`src/rtl/autoflow_pkg.sv`:
```
package autoflow_pkg;

  localparam int unsigned FIFO_DEPTH = 16;
  localparam int unsigned CNT_W      = $clog2(FIFO_DEPTH + 1);

  typedef logic [CNT_W-1:0] fill_t;

  typedef enum logic [1:0] {
    TRIG_ONE   = 2'd0,
    TRIG_FOUR  = 2'd1,
    TRIG_EIGHT = 2'd2,
    TRIG_HIGH  = 2'd3
  } trig_code_e;

  // Occupancy at which RTS is withdrawn; the top level tracks the depth.
  function automatic fill_t trig_level(input trig_code_e code);
    fill_t lvl;
    case (code)
      TRIG_ONE:   lvl = fill_t'(1);
      TRIG_FOUR:  lvl = fill_t'(FIFO_DEPTH / 4);
      TRIG_EIGHT: lvl = fill_t'(FIFO_DEPTH / 2);
      default:    lvl = fill_t'(FIFO_DEPTH - 2);
    endcase
    return lvl;
  endfunction

endpackage

```
`src/rtl/af_sync.sv`:
```
module af_sync #(
  parameter int unsigned STAGES  = 2,
  parameter bit          RST_VAL = 1'b0
) (
  input  logic clk,
  input  logic rst_n,
  input  logic d_async,
  output logic q_sync
);

  logic [STAGES-1:0] chain_q;
  logic [STAGES-1:0] chain_d;

  always_comb begin
    chain_d[0] = d_async;
  end

  generate
    for (genvar i = 1; i < STAGES; i++) begin : g_stage
      always_comb chain_d[i] = chain_q[i-1];
    end
  endgenerate

  always_ff @(posedge clk or negedge rst_n) begin
    if (!rst_n) chain_q <= {STAGES{RST_VAL}};
    else        chain_q <= chain_d;
  end

  assign q_sync = chain_q[STAGES-1];

endmodule

```
`src/rtl/af_rts_ctrl.sv`:
```
module af_rts_ctrl
  import autoflow_pkg::*;
(
  input  logic       clk,
  input  logic       rst_n,
  input  logic       auto_on,
  input  logic       sw_rts,
  input  fill_t      rx_count,
  input  trig_code_e trig_sel,
  output logic       rts_out
);

  logic  hold_q, hold_d;
  logic  rts_q, rts_d;
  fill_t level;
  logic  at_level;
  logic  drained;

  always_comb begin
    level    = trig_level(trig_sel);
    at_level = (rx_count >= level);
    drained  = (rx_count == '0);
  end

  // Hold flag: set at the trigger, cleared only once the FIFO is empty.
  always_comb begin
    hold_d = hold_q;
    if (!auto_on)      hold_d = 1'b0;
    else if (at_level) hold_d = 1'b1;
    else if (drained)  hold_d = 1'b0;
  end

  always_comb begin
    rts_d = sw_rts & ~(auto_on & hold_d);
  end

  always_ff @(posedge clk or negedge rst_n) begin
    if (!rst_n) begin
      hold_q <= 1'b0;
      rts_q  <= 1'b0;
    end else begin
      hold_q <= hold_d;
      rts_q  <= rts_d;
    end
  end

  assign rts_out = rts_q;

endmodule

```
`src/rtl/af_tx_gate.sv`:
```
module af_tx_gate (
  input  logic auto_on,
  input  logic cts_ok,
  input  logic tx_busy,
  output logic tx_permit
);

  always_comb begin
    tx_permit = tx_busy | ~auto_on | cts_ok;
  end

endmodule

```
`src/rtl/uart_autoflow.sv`:
```
module uart_autoflow
  import autoflow_pkg::*;
#(
  parameter int unsigned CTS_STAGES = 2,
  parameter int unsigned RST_STAGES = 2
) (
  input  logic             clk,
  input  logic             rst_n,
  input  logic [CNT_W-1:0] rx_count,
  input  logic [1:0]       trig_sel,
  input  logic             fifo_en,
  input  logic             auto_rts_en,
  input  logic             auto_cts_en,
  input  logic             sw_rts,
  input  logic             cts_in,
  input  logic             tx_busy,
  output logic             rts_out,
  output logic             tx_permit
);

  logic rst_sync_n;
  logic cts_ok;
  logic auto_rts_on;
  logic auto_cts_on;

  // Reset asserts at once and releases on a clock edge.
  af_sync #(.STAGES(RST_STAGES), .RST_VAL(1'b0)) u_rst_sync (
    .clk     (clk),
    .rst_n   (rst_n),
    .d_async (1'b1),
    .q_sync  (rst_sync_n)
  );

  always_comb begin
    auto_rts_on = fifo_en & auto_rts_en;
    auto_cts_on = fifo_en & auto_cts_en;
  end

  af_sync #(.STAGES(CTS_STAGES), .RST_VAL(1'b0)) u_cts_sync (
    .clk     (clk),
    .rst_n   (rst_sync_n),
    .d_async (cts_in),
    .q_sync  (cts_ok)
  );

  af_rts_ctrl u_rts (
    .clk      (clk),
    .rst_n    (rst_sync_n),
    .auto_on  (auto_rts_on),
    .sw_rts   (sw_rts),
    .rx_count (fill_t'(rx_count)),
    .trig_sel (trig_code_e'(trig_sel)),
    .rts_out  (rts_out)
  );

  af_tx_gate u_gate (
    .auto_on   (auto_cts_on),
    .cts_ok    (cts_ok),
    .tx_busy   (tx_busy),
    .tx_permit (tx_permit)
  );

endmodule

```
`config.mk`:
```
export PLATFORM = sky130hd
export DESIGN_NAME = uart_autoflow
export DESIGN_NICKNAME = d
export VERILOG_FILES = /design/src/rtl/autoflow_pkg.sv /design/src/rtl/af_sync.sv /design/src/rtl/af_rts_ctrl.sv /design/src/rtl/af_tx_gate.sv /design/src/rtl/uart_autoflow.sv
export SDC_FILE = /design/constraint.sdc
export NUM_CORES = 1
export LEC_CHECK = 0
export BUFFER_PORTS_ARGS = -buffer_cell sky130_fd_sc_hd__buf_4
export CORE_AREA = 5 5 42 44
export DETAILED_ROUTE_END_ITERATION = 12
export DIE_AREA = 0 0 47 49
export PLACE_DENSITY = 0.48
export SETUP_SLACK_MARGIN = 0.3
export SKIP_LAST_GASP = 1
export SLEW_MARGIN = 20
export SYNTH_ARGS = -nofsm -noshare
export SYNTH_HDL_FRONTEND = slang
export SYNTH_SLANG_ARGS = --single-unit
```
`constraint.sdc`:
```
create_clock -name clk -period 0.9 [get_ports clk]
set_clock_uncertainty 0.1 [all_clocks]
set_input_delay 0.045 -clock clk [delete_from_list [all_inputs] [get_ports clk]]
set_output_delay 0.045 -clock clk [all_outputs]
set_load 0.01 [all_outputs]
```
==> reports/metrics.yaml <==
outcome:
  status: "finished with violations"
  violations: "negative hold slack, negative setup slack"
clock_tree:
  tritoncts: "built"
  clock_path_buffers: 2
  holdBufCountCts: 1
  clock_latency_ns: 0.23
  htreeDepth: 1
  cts_made_buffers: 3
  postCtsSetupRepairBufs: 0
  cts_root_buf: "clkbuf_4"
  clkTransAtPathRegs_ns: 0.04
  clock_sinks: 6
cells_and_area:
  area_delta_synth_final_pct: 66.5
  n_antenna_cell: 0
  layout.nets: 70
  drive_gt1_frac: 0.469
  fin_util: 0.355
  fin_area_um2: 498
timing:
  finalCriticalPeriod_ns: 1.07
  fin_tns_setup_ns: -0.460
  rsz0062_at_grt: "yes"
  hold_violations: 6
  fmax_mhz: 932
  fin_ws_ns: -0.172
  finalSetupViolations: 3
  drv_slew: 0
  period_share: 1.19
  hold_ws_ns: -0.186
detailed_routing:
  routedWlPerCell_um: 10.0
  routed_wl_um: 650
  vias_per_cell: 4.15
  vias: 270
  first_pass_iters: 2
  drc: 0
  postRouteAntennaNets: 0
  drt_iter0_markers: 1
die:
  core_area_um2: 1400
  die_height_um: 49
  initial_core_util: 0.213
  die-width_um: 47
  io_pins: 17
  core.rowCount: 14
  die_area_um2: 2300
synthesis:
  synth_most_common_cell: "dfrtp_1"
  syn_inst: 26
  yosysUniqueCellTypes: 14
  ys.flop_type: "dfrtp_1"
  synth_top_family_by_area: "compound AO/OA/AOI/OAI gates"
  synthAdderAreaFrac: 0.167
  synth_compound_area_frac: 0.188
  synth_area_um2: 299
  yosys.area.top_type: "dfrtp_1"
  yosysTopAreaCellShare: 0.502
  yosysWarningCount: 0
  synth_fp_nets: 45
  synth.area.top_cells: "dfrtp_1 50%, ha_1 17%, o311ai_2 5.4%"
  synth_xor_area_frac: 0
  synth-simple-area-share: 0.0921
  synthMuxAreaShare: 0
  synth-edff-count: 0
  synth_common_cells: "6 x dfrtp_1, 4 x ha_1, 3 x inv_1"
  syn_avg_cell_area_um2: 11.5
  async_flop_share: 1.00
  synth_seq_cells: 6
  seq_area_frac_synth: 0.502
global_routing:
  met3_usage: 0.0258
  met2_usage: 0.0995
  grt_use_met1: 0.0942
  busiest_layer: "met2"
  track_usage: 0.0723
  antenna_found_initial: 0
  grt_first_pass_wirelength_um: 1220
  grt_start_max_net_pins: 5
  grt_overflow: 0
  first_global_vias: 287
critical_path:
  r2r_slack_ns: -0.17
  endpoint_kind: "flip-flop"
  path_max_fanout: 2
  start_kind: "flip-flop"
  reg2reg_depth: 3
  timing.rr.start: "u_rts.hold_q"
  arrival_ns: 1.15
  r2r-end: "u_rts.rts_out"
  required_ns: 0.97
  criticalPathCategory: "reg2reg"
min_path:
  hold_path_class: "in2reg"
  whs_endpoint: "u_cts_sync.chain_q[0]"
  min_path_cells: 1
  hold_start: "cts_in"
placed_design:
  dp_hpwl_um: 584
  place_area_um2: 462
  place_ws_ns: -0.309
  numPortBuffers: 16
  globalplace.congestion: 0.658
power_and_ir_drop:
  vdd_drop_max_mv: 0.597
  p_leak_nw: 0.263
  p_per_area_nw_per_um2: 1330
run:
  drv_cap: 0
## flip-flops by register name, summed over array words and instances (netlist names)
register,flops
u_rts.hold_q,1
u_rts.rts_out,1
u_rst_sync.chain_q,2
u_cts_sync.chain_q,2
## cell type report
type                            instances  area [µm²]
Timing Repair Buffer                   20         156
Sequential cell                         6         150
Multi-Input combinational cell         17         138
Fill cell                             160         903
Clock buffer                            3        22.5
Tap cell                               16        20.0
Inverter                                3        11.3
## cells in the final DEF, fill, tap and decap left out
cell and instances:
a21o_1 1, a31oi_1 1, buf_4 18, buf_6 1, clkbuf_4 3, conb_1 1
dfrtp_1 6, dlygate4sd3_1 1, ha_1 4, inv_1 3, nand2_1 1, nand2b_1 1
nand3_1 2, nor2_1 2, o211a_1 1, o21ai_1 1, o311ai_2 1, o41a_1 1
## through the flow
step / power (mW) / std cells / hold slack, ns
CTS: 0.685 / 65 / -0.199
global placement: 0.428 / 61 / -0.271
detailed placement: 0.427 / 61 / -0.271
floorplan: 0.343 / 26 / -0.351
finish: 0.661 / 65 / -0.186
global route: 0.720 / 65 / -0.202
## per-layer routing
metal | wire length, µm | vias to the layer above
met3 | 59 | 0
li1 | - | 138
met4 | 0 | 0
met5 | 0 | -
met2 | 309 | 9
met1 | 280 | 123
## worst max-delay path by stage
stage          slack, ns         start  depth (start not counted)            end
3_5_place_dp       -0.31   trig_sel[0]                          6  u_rts.rts_out
6_report           -0.17  u_rts.hold_q                          3  u_rts.rts_out
3_3_place_gp       -0.31   rx_count[0]                          4   u_rts.hold_q
5_1_grt            -0.23  u_rts.hold_q                          3   u_rts.hold_q
4_1_cts            -0.18  u_rts.hold_q                          3  u_rts.rts_out
2_1_floorplan      -0.11   rx_count[0]                          3  u_rts.rts_out
## where the power goes
part / internal [mW] / switching (mW)
clock: 0.150 / 0.0845
combinational: 0.0838 / 0.0470
sequential: 0.288 / 0.00819
## kinds of logic after synthesis
kind of cell | Yosys count
AO/OA/AOI/OAI | 6
adder cells (fa/ha/maj) | 4
buffers and inverters | 3
flip-flops | 6
other | 1
AND/OR/NAND/NOR | 6
## critical path: stages, from the launching register on
cell,delay [ns]
dfrtp_1,0.36
o41a_1,0.11
o311ai_2,0.25
o211a_1,0.19
## timing repair
action / in CTS / in global routing
pin swaps: 0 / 1
cloned: 0 / 0
hold endpoints to repair: 8 / 6
gates resized for setup: 1 / 0
endpoints found under the setup margin: 4 / 4
(Power assumes the default switching activity.)
